==> src/rtl/pp_arb_pkg.sv <==
// Package: shared indices, reset vector and condition type for the source arbiter.
// Assumes six qualifiers in a fixed order that every module indexes the same way.
package pp_arb_pkg;
    localparam int NQ        = 6;
    localparam int QI_IN_UV  = 0;
    localparam int QI_OUT_UV = 1;
    localparam int QI_BAT_UV = 2;
    localparam int QI_IN_REV = 3;
    localparam int QI_CHG_REV = 4;
    localparam int QI_ADP    = 5;
    localparam int N_UV      = 3;

    // Reverse lockouts start engaged; everything else starts clear.
    localparam logic [NQ-1:0] QUAL_RST = 6'b011000;

    typedef struct packed {
        logic set;
        logic clr;
    } qcond_t;
endpackage

==> src/rtl/pp_qual_filter.sv <==
// Module: one hysteretic qualifier with a consecutive-sample glitch filter.
// What it does: the state flips after the condition that opposes it
// (set while clear, clr while set) has held for FILT_LEN clocks in a row.
// Assumes set and clr are never both true.
module pp_qual_filter #(
    parameter int   FILT_LEN = 4,
    parameter logic RST_VAL  = 1'b0
) (
    input  logic clk,
    input  logic rst_n,
    input  logic set_i,
    input  logic clr_i,
    output logic state_o
);
    localparam int CW = (FILT_LEN > 1) ? $clog2(FILT_LEN) : 1;
    localparam logic [CW-1:0] LAST = CW'(FILT_LEN - 1);

    logic          state_q;
    logic [CW-1:0] cnt_q;
    logic          want;

    // Select the condition that would move the present state.
    always_comb begin
        want = state_q ? clr_i : set_i;
    end

    // Count consecutive qualifying samples and flip on the last one.
    always_ff @(posedge clk) begin
        if (!rst_n) begin
            state_q <= RST_VAL;
            cnt_q   <= '0;
        end else if (want) begin
            if (cnt_q == LAST) begin
                state_q <= ~state_q;
                cnt_q   <= '0;
            end else begin
                cnt_q <= cnt_q + 1'b1;
            end
        end else begin
            cnt_q <= '0;
        end
    end

    assign state_o = state_q;
endmodule

==> src/rtl/pp_thresh_decode.sv <==
// Module: combinational threshold decode for all six qualifiers.
// What it does: turns the raw codes into set/clear conditions with
// hysteresis. Assumes codes are unsigned, 1 LSB per mV; sums are widened.
module pp_thresh_decode
    import pp_arb_pkg::*;
#(
    parameter int VW                = 13,
    parameter int IN_UV_MV          = 3800,
    parameter int OUT_UV_MV         = 3600,
    parameter int BAT_UV_MV         = 2600,
    parameter int UV_HYS_MV         = 125,
    parameter int REV_HYS_MV        = 50,
    parameter int ADP_ON_MV         = 4250,
    parameter int ADP_OFF_MV        = 3120,
    parameter int ADP_ON_MARGIN_MV  = 75,
    parameter int ADP_OFF_MARGIN_MV = 25
) (
    input  logic [VW-1:0]     vin_i,
    input  logic [VW-1:0]     vout_i,
    input  logic [VW-1:0]     vbat_i,
    input  logic [VW-1:0]     vadp_i,
    output qcond_t [NQ-1:0]   cond_o
);
    localparam int XW = VW + 1;
    localparam int UV_LEVEL [N_UV] = '{IN_UV_MV, OUT_UV_MV, BAT_UV_MV};
    localparam logic [VW-1:0] ADP_ON  = VW'(ADP_ON_MV);
    localparam logic [VW-1:0] ADP_OFF = VW'(ADP_OFF_MV);

    logic [VW-1:0] uv_code [N_UV];
    logic [XW-1:0] vin_x, vout_x, vbat_x, vadp_x;
    logic [XW-1:0] vout_rev, vbat_rev, vbat_on, vbat_off;

    // Gather the supply codes in qualifier order.
    always_comb begin
        uv_code[QI_IN_UV]  = vin_i;
        uv_code[QI_OUT_UV] = vout_i;
        uv_code[QI_BAT_UV] = vbat_i;
    end

    // Undervoltage qualifiers: rise at the level, fall below level minus hysteresis.
    generate
        for (genvar g = 0; g < N_UV; g++) begin : g_uv
            localparam logic [VW-1:0] RISE = VW'(UV_LEVEL[g]);
            localparam logic [VW-1:0] FALL = VW'(UV_LEVEL[g] - UV_HYS_MV);
            assign cond_o[g].set = (uv_code[g] >= RISE);
            assign cond_o[g].clr = (uv_code[g] <  FALL);
        end
    endgenerate

    // Widened copies and offset sums for the difference comparisons.
    always_comb begin
        vin_x    = {1'b0, vin_i};
        vout_x   = {1'b0, vout_i};
        vbat_x   = {1'b0, vbat_i};
        vadp_x   = {1'b0, vadp_i};
        vout_rev = vout_x + XW'(REV_HYS_MV);
        vbat_rev = vbat_x + XW'(REV_HYS_MV);
        vbat_on  = vbat_x + XW'(ADP_ON_MARGIN_MV);
        vbat_off = vbat_x + XW'(ADP_OFF_MARGIN_MV);
    end

    // Reverse-current lockouts and the two-condition adapter detector.
    always_comb begin
        cond_o[QI_IN_REV].set  = (vout_x > vin_x);
        cond_o[QI_IN_REV].clr  = (vin_x >= vout_rev);
        cond_o[QI_CHG_REV].set = (vbat_x > vout_x);
        cond_o[QI_CHG_REV].clr = (vout_x >= vbat_rev);
        cond_o[QI_ADP].set     = (vadp_i > ADP_ON) && (vadp_x > vbat_on);
        cond_o[QI_ADP].clr     = (vadp_i < ADP_OFF) || (vadp_x < vbat_off);
    end
endmodule

==> src/rtl/pp_src_decide.sv <==
// Module: output decision stage.
// What it does: combines the qualified states with suspend and high-power
// select into registered outputs. Assumes states come from the filter bank.
module pp_src_decide
    import pp_arb_pkg::*;
(
    input  logic          clk,
    input  logic          rst_n,
    input  logic [NQ-1:0] qual_st_i,
    input  logic          susp_i,
    input  logic          hpwr_i,
    output logic          path_en_o,
    output logic          adp_n_o,
    output logic          chg_en_o,
    output logic          ilim_full_o
);
    logic supply_any;
    logic adp_valid;
    logic path_next;
    logic chg_next;

    // Combine qualified states into next-output values.
    always_comb begin
        supply_any = qual_st_i[QI_IN_UV] | qual_st_i[QI_OUT_UV] | qual_st_i[QI_BAT_UV];
        adp_valid  = qual_st_i[QI_ADP] & supply_any;
        path_next  = qual_st_i[QI_IN_UV] & ~qual_st_i[QI_IN_REV]
                   & ~qual_st_i[QI_ADP] & ~susp_i;
        chg_next   = qual_st_i[QI_OUT_UV] & ~qual_st_i[QI_CHG_REV];
    end

    // Register the outputs with their safe reset values.
    always_ff @(posedge clk) begin
        if (!rst_n) begin
            path_en_o   <= 1'b0;
            adp_n_o     <= 1'b1;
            chg_en_o    <= 1'b0;
            ilim_full_o <= 1'b0;
        end else begin
            path_en_o   <= path_next;
            adp_n_o     <= ~adp_valid;
            chg_en_o    <= chg_next;
            ilim_full_o <= hpwr_i;
        end
    end
endmodule

==> src/rtl/pp_src_arbiter.sv <==
// Module: power path source arbiter, top level.
// What it does: decodes thresholds, filters every qualifier and drives the
// path, adapter flag, charger enable and current-limit scale.
// Assumes codes are sampled synchronously to clk.
module pp_src_arbiter
    import pp_arb_pkg::*;
#(
    parameter int VW                = 13,
    parameter int FILT_LEN          = 4,
    parameter int IN_UV_MV          = 3800,
    parameter int OUT_UV_MV         = 3600,
    parameter int BAT_UV_MV         = 2600,
    parameter int UV_HYS_MV         = 125,
    parameter int REV_HYS_MV        = 50,
    parameter int ADP_ON_MV         = 4250,
    parameter int ADP_OFF_MV        = 3120,
    parameter int ADP_ON_MARGIN_MV  = 75,
    parameter int ADP_OFF_MARGIN_MV = 25
) (
    input  logic          clk,
    input  logic          rst_n,
    input  logic [VW-1:0] vin_code_i,
    input  logic [VW-1:0] vout_code_i,
    input  logic [VW-1:0] vbat_code_i,
    input  logic [VW-1:0] vadp_code_i,
    input  logic          susp_i,
    input  logic          hpwr_i,
    output logic          path_en_o,
    output logic          adp_n_o,
    output logic          chg_en_o,
    output logic          ilim_full_o
);
    qcond_t [NQ-1:0] cond;
    logic   [NQ-1:0] qual_st;

    pp_thresh_decode #(
        .VW(VW), .IN_UV_MV(IN_UV_MV), .OUT_UV_MV(OUT_UV_MV), .BAT_UV_MV(BAT_UV_MV),
        .UV_HYS_MV(UV_HYS_MV), .REV_HYS_MV(REV_HYS_MV), .ADP_ON_MV(ADP_ON_MV),
        .ADP_OFF_MV(ADP_OFF_MV), .ADP_ON_MARGIN_MV(ADP_ON_MARGIN_MV),
        .ADP_OFF_MARGIN_MV(ADP_OFF_MARGIN_MV)
    ) decode_i (
        .vin_i (vin_code_i),
        .vout_i(vout_code_i),
        .vbat_i(vbat_code_i),
        .vadp_i(vadp_code_i),
        .cond_o(cond)
    );

    // One filtered qualifier per threshold event.
    generate
        for (genvar q = 0; q < NQ; q++) begin : g_qual
            pp_qual_filter #(
                .FILT_LEN(FILT_LEN),
                .RST_VAL (QUAL_RST[q])
            ) filt_i (
                .clk    (clk),
                .rst_n  (rst_n),
                .set_i  (cond[q].set),
                .clr_i  (cond[q].clr),
                .state_o(qual_st[q])
            );
        end
    endgenerate

    pp_src_decide decide_i (
        .clk        (clk),
        .rst_n      (rst_n),
        .qual_st_i  (qual_st),
        .susp_i     (susp_i),
        .hpwr_i     (hpwr_i),
        .path_en_o  (path_en_o),
        .adp_n_o    (adp_n_o),
        .chg_en_o   (chg_en_o),
        .ilim_full_o(ilim_full_o)
    );
endmodule

==> config.mk <==
export PLATFORM = sky130hd
export DESIGN_NAME = pp_src_arbiter
export DESIGN_NICKNAME = d
export VERILOG_FILES = /design/src/rtl/pp_arb_pkg.sv /design/src/rtl/pp_qual_filter.sv /design/src/rtl/pp_thresh_decode.sv /design/src/rtl/pp_src_decide.sv /design/src/rtl/pp_src_arbiter.sv
export SDC_FILE = /design/constraint.sdc
export NUM_CORES = 1
export LEC_CHECK = 0
export BUFFER_PORTS_ARGS = -buffer_cell sky130_fd_sc_hd__buf_2
export CORE_MARGIN = 1
export CORE_UTILIZATION = 40
export CTS_CLUSTER_DIAMETER = 80
export CTS_CLUSTER_SIZE = 12
export DETAILED_ROUTE_END_ITERATION = 8
export HOLD_SLACK_MARGIN = 0.1
export MAX_ROUTING_LAYER = met4
export PLACE_DENSITY = 0.69
export SLEW_MARGIN = 40
export SYNTH_ARGS = -nofsm -noshare
export SYNTH_HDL_FRONTEND = slang
export SYNTH_SLANG_ARGS = --single-unit
==> constraint.sdc <==
create_clock -name clk -period 3.6 [get_ports clk]
set_input_delay 0.36 -clock clk [delete_from_list [all_inputs] [get_ports clk]]
set_output_delay 0.36 -clock clk [all_outputs]
set_load 0.02 [all_outputs]
==> run metrics, run 1 <==
final worst slack between 0.8 and 0.9 ns; placed cell areas slightly above 0.004 sq mm; synth warn 0; Lkg Pwr just under 2 nW; post-synth cell types slightly below 60; Final nets approximately 670; Site Rows 34; most common cell after layout, fill and taps aside ha_1; Critical Path End Type flop; Post-DP HPWL between 7000 and 8000 microns; final setup TNS 0 ns; CTS root buf clkbuf_8; failing checks DRC; Via Count approximately 3,400; Pwr Density 221 mW/mm^2; mapped cell area ~0.0037 sq mm; Initial Utilization 0.418; Design Power around 0.91 mW; Hold Slack roughly 0.25 ns; Routed Antenna Nets 0; first-pass GRT wire length 15,000 microns; Post-CTS Setup Bufs 0; critical path cell sequence buf_2 > inv_1 > ha_1 > o21a_1 > nor2_1 > o21ai_1 > nor2_1 > xnor2_1 > ha_1 > nand4_1 > or4_1 > nand3_1 > a211oi_2 > nor2_1 > nor4_1; DRC Markers 3; Tmin final ~2.8 ns; I/O pin count 60; Core Box Area just under 0.009 sq mm; critical path data arrival time 2.92 ns; Die Width 97.9 microns; vias in the first global route ~3,300; WL/cell around 14 microns; Avg Cell Area, Syn a little under 8 sq um; Final Hold Fails 0; initial antenna violation count 0; # hold bufs at CTS 0; number of setup violations in the final report 0; crit-path max FO 8; GRT overflow 0; most frequent cells in the layout ha_1 (92), buf_2 (59), inv_1 (39); cell area after layout ~0.0041 sq mm; Max-Slew Margin vs Limit 0.592; share of the clock period used by the worst path after layout 0.771; H-tree depth 1; Seq/Total Area, Yosys 0.120; met1 WL ~4600 microns; First DRT Iteration DRCs approximately 110; number of CTS-inserted buffers 3; clock skew 0.00143 ns; n_diodes 0; asr flop ratio synth 0; largest stage delay on the critical path 0.53 ns; layout cell share with drive strength beyond 1 0.145; pre-CTS setup slack ~0.53 ns; area delta synth->final 12.1%; top layer in use met4; drt first pass iters 6; Worst-path clk slew roughly 0.080 ns; Least-Margin Pin Slew around 0.61 ns; met3 routed WL ~250 microns; CTS tree yes; Max-Cap Viols 0; CTS Sinks 22; Cells after Synth roughly 470; Routed WL ~8800 microns; GRT Util Overall 0.194; clock latency on the worst-skew pair between 0.2 and 0.3 ns; EDFF count, synth 0; Port-buffer cells between 50 and 60; kind of critical path input port to flop; clk buf depth 2; status finished with violations; CP required 3.75 ns; Peak Freq about 0.36 GHz; largest net degree at the start of global routing 15; slowest CP cell or4_1; Placer Congestion 0.893; Yosys reg bits 22; die footprint roughly 0.0096 sq mm; RSZ-0062 raised after global routing false; crit start category input port; Top cell by count, worst path nor2_1; dominant synthesized flop cell dfxtp_1; VDD IR max 0.175 mV; Die Height slightly below 100 microns; syn nets a little over 600; met2 wire length between 3000 and 4000 microns; Min-Delay Path Class input port to flop; drt via density between 5 and 6; post-CTS sizing 0; Slew Limit Fails 0
## report_power, final
| part | internal (mW) | switching (mW) |
|---|---|---|
| logic | 0.181 | 0.243 |
| clock network | 0.149 | 0.0825 |
| registers | 0.253 | 0.00521 |
## area by class of cell
cell class | count | area [sq um]
fillers | 847 | 4680
clock inverters | 1 | 30.0
inverters | 40 | 150
clock buffers | 3 | 41.3
well taps | 108 | 135
repair buffers | 59 | 295
flip-flops and latches | 22 | 440
multi-input cells | 391 | 3040
## final timing paths
path / from / slack (ns) / depth (start not counted) / to
min: susp_i / 0.25 / 2 / decide_i.path_en_o
max: vbat_code_i[0] / 0.82 / 15 / g_qual[5].filt_i.cnt_q[0]
max reg2reg: g_qual[5].filt_i.state_o / 2.44 / 4 / g_qual[5].filt_i.state_o
min reg2reg: g_qual[4].filt_i.cnt_q[0] / 0.43 / 1 / g_qual[4].filt_i.cnt_q[0]
## metrics by stage
stage / std cells / util
global route: 624 / 0.469
detailed placement: 620 / 0.461
global placement: 620 / 0.461
finish: 624 / 0.469
floorplan: 465 / -
CTS: 624 / 0.469
## metal layers
layer	global-route usage	vias to the layer above
li1	-	1806
met5	-	-
met1	0.263	1563
met3	0.0136	6
met4	0.0455	0
met2	0.314	51
## worst max-delay path: cells and delay by family
| family | cells | cell delay [ns] |
|---|---|---|
| buffers and inverters | 2 | 0.27 |
| AO/OA/AOI/OAI | 3 | 0.38 |
| adder cells (fa/ha/maj) | 2 | 0.53 |
| XOR/XNOR | 1 | 0.08 |
| AND/OR/NAND/NOR | 7 | 1.28 |
## logic make-up (layout without fill, tap and decap cells)
kind of cell | after synthesis | count (layout) | synth area share
multiplexers | 2 | 2 | 0.00544
AO/OA/AOI/OAI | 114 | 114 | 0.210
buffers and inverters | 52 | 103 | 0.0561
flip-flops | 22 | 22 | 0.120
AND/OR/NAND/NOR | 141 | 141 | 0.197
XOR/XNOR | 42 | 42 | 0.0999
adder cells (fa/ha/maj) | 92 | 92 | 0.313
## registers in the layout, summed over array words and instances, names as in the netlist
signal                 count
decide_i.adp_n_o           1
decide_i.chg_en_o          1
decide_i.ilim_full_o       1
decide_i.path_en_o         1
g_qual.filt_i.cnt_q       12
g_qual.filt_i.state_o      6
## cells in the mapped netlist, drive strengths merged, types with 4 or more instances
cell / number / area share
ha: 92 / 0.31
xor2: 12 / 0.029
o21a: 4 / 0.0082
and2: 4 / 0.0068
nand4: 12 / 0.020
o21ai: 23 / 0.031
nor4: 10 / 0.019
buf: 10 / 0.013
a21oi: 35 / 0.049
nor3: 9 / 0.015
xnor2: 30 / 0.071
nor2b: 6 / 0.010
inv: 40 / 0.041
and3: 4 / 0.0068
a31oi: 5 / 0.0085
nand3: 20 / 0.027
nor2: 27 / 0.028
o211ai: 5 / 0.012
nand2: 34 / 0.035
nand2b: 7 / 0.012
a211oi: 11 / 0.027
dfxtp: 22 / 0.12
(Power assumes the default switching activity.)
==> inputs of run 2 (changes only) <==
Clock period 3.6 ns to 2.8 ns, I/O delays scaled along.
==> run 2 against run 1 <==
Effect of this change: utilization up 1.6 points; largest power group unchanged; the flow still finishes with violations (DRC); clock-buffer cell count unchanged; combinational power up 34%; routed wire length up 4.1%; cell area up 3.5%; register-to-register slack worse by 0.80 ns.
==> run metrics, run 2 (synthesis results as in run 1) <==
First DRT Iteration DRCs 133 (+22%); clock skew 0.00470 ns (+0.00326 ns); hold depth 2 (unchanged); crit start category input port; Biggest register g_qual.filt_i.cnt_q; Worst-path clk slew 0.08 ns (about the same); Layout fillers 880 (+3.9%); first-pass GRT wire length 15,900 microns (+5.6%); CTS root buf clkbuf_8; kind of critical path input port to flop; critical path data arrival time 2.76 ns (-0.16 ns); Post-DP HPWL 7890 microns (+4.9%); VDD IR max 0.182 mV (+3.8%); most common cell after layout, fill and taps aside ha_1; Routed WL 9120 microns (+4.1%); cells on worst reg2reg path 4 (unchanged); WL/cell 14.2 microns (+1.3%); Final nets 681 (+2.4%); clock latency on the worst-skew pair 0.26 ns (about the same); Tmin final 2.60 ns; Via Count 3,531 (+3.1%); DRC Markers 3 (unchanged); Pwr Density 280 mW/mm^2 (+26%); CP required 2.96 ns (-0.79 ns); Routed Antenna Nets 0 (unchanged); Initial Utilization 0.418 (unchanged); number of CTS-inserted buffers 3 (unchanged); Peak Freq around 0.38 GHz; Slew Limit Fails 0 (unchanged); final worst slack 0.196 ns (-0.627 ns); crit-path max FO 7 (-1); r2r startpoint g_qual[5].filt_i.state_o; Max-Cap Viols 0 (unchanged); failing checks DRC; number of setup violations in the final report 0 (unchanged); Final Hold Fails 0 (unchanged); Port-buffer cells 59 (unchanged); I/O pin count 60 (unchanged); Least-Margin Pin Slew 0.589 ns (-0.0172 ns); hold path start susp_i; initial antenna violation count 1 (+1); pre-CTS setup slack -0.0566 ns (-0.591 ns); GRT overflow 0 (unchanged); Placer Congestion 0.902 (+1.1%); CTS tree yes; layout cell share with drive strength beyond 1 0.180 (+0.0351); Lkg Pwr 2.01 nW (+4.2%); status finished with violations; Max-Slew Margin vs Limit 0.604 (+0.0116); Min-Delay Path Class input port to flop; Site Rows 34 (unchanged); largest net degree at the start of global routing 15 (unchanged); drt via density 5.51 (+0.33%); GRT Util Overall 0.204 (+0.0100); Critical Path End Type flop; CTS Sinks 22 (unchanged); die footprint 0.00959 sq mm (unchanged); Die Width 97.9 microns (unchanged); drt first pass iters 6 (unchanged); H-tree depth 1 (unchanged); Die Height 97.9 microns (unchanged); Core Box Area 0.00881 sq mm (unchanged); area delta synth->final 16.0%; max reg flops 12 (unchanged); Hold Slack 0.176 ns (-0.0730 ns); worst setup path startpoint vbat_code_i[0]; share of the clock period used by the worst path after layout 0.930; RSZ-0062 raised after global routing false; most frequent cells in the layout ha_1 (92), buf_2 (59), inv_1 (39); vias in the first global route 3,508 (+7.6%); clk buf depth 2 (unchanged)
run 2: cell types whose count changed in the layout (fill, tap and decap cells not counted), sizes merged:
| cell | before | now |
|---|---|---|
| diode | 0 | 1 |
| buf | 59 | 75 |
run 2: through the flow:
stage,setup TNS (ns),utilization,instances,instance area (sq um),power [mW]
3_3_place_gp,-0.00931,0.473,635,4170,0.882
3_5_place_dp,-0.134,0.473,635,4170,0.904
5_1_grt,0,0.485,641,4270,1.30
6_report,0,0.485,641,4270,1.19
2_1_floorplan,0,-,465,3680,0.717
4_1_cts,0,0.482,639,4240,1.20
run 2: worst paths after layout:
path                                to  slack, ns
max          g_qual[5].filt_i.cnt_q[1]       0.20
min reg2reg  g_qual[4].filt_i.cnt_q[0]       0.43
max reg2reg  g_qual[5].filt_i.cnt_q[1]       1.64
min                 decide_i.path_en_o       0.18
run 2: cell type report:
class	count	area, sq um	area share
multi-input combinational	391	3060	0.715
timing repair buffer	75	415	0.0973
clock buffer	3	41.3	0.00967
tap	108	135	0.0316
antenna	1	2.50	0.000586
clock inverter	1	30.0	0.00703
sequential	22	440	0.103
inverter	40	150	0.0352
run 2: critical path, cell delays in order:
cell	delay (ns)
buf_2	0.10
buf_4	0.16
ha_1	0.22
a21oi_1	0.24
nand2b_1	0.11
nand2_1	0.13
nor2_1	0.08
xnor2_1	0.14
ha_1	0.33
nand4_1	0.12
a211oi_1	0.23
o41ai_1	0.15
a31oi_1	0.25
buf_4	0.17
nor4b_2	0.04
run 2: report_power, final:
part	internal, mW	switching, mW	leakage (nW)	total (mW)
Combinational	0.249	0.319	1.79	0.567
Clock	0.191	0.103	0.0357	0.294
Sequential	0.326	0.00692	0.179	0.333
run 2: timing repair:
item                                    4_1_cts  5_1_grt
hold buffers                                  0        0
endpoints found under the setup margin        0        3
setup buffers                                 0        1
gates resized for setup                       0        5
run 2: per-layer routing:
layer  track usage  vias up  wire length, microns
met3        0.0179        6                   300
met5             -        -                     0
met1         0.266     1620                  4530
met4        0.0466        0                    57
li1              -     1847                     -
met2         0.342       58                  4230
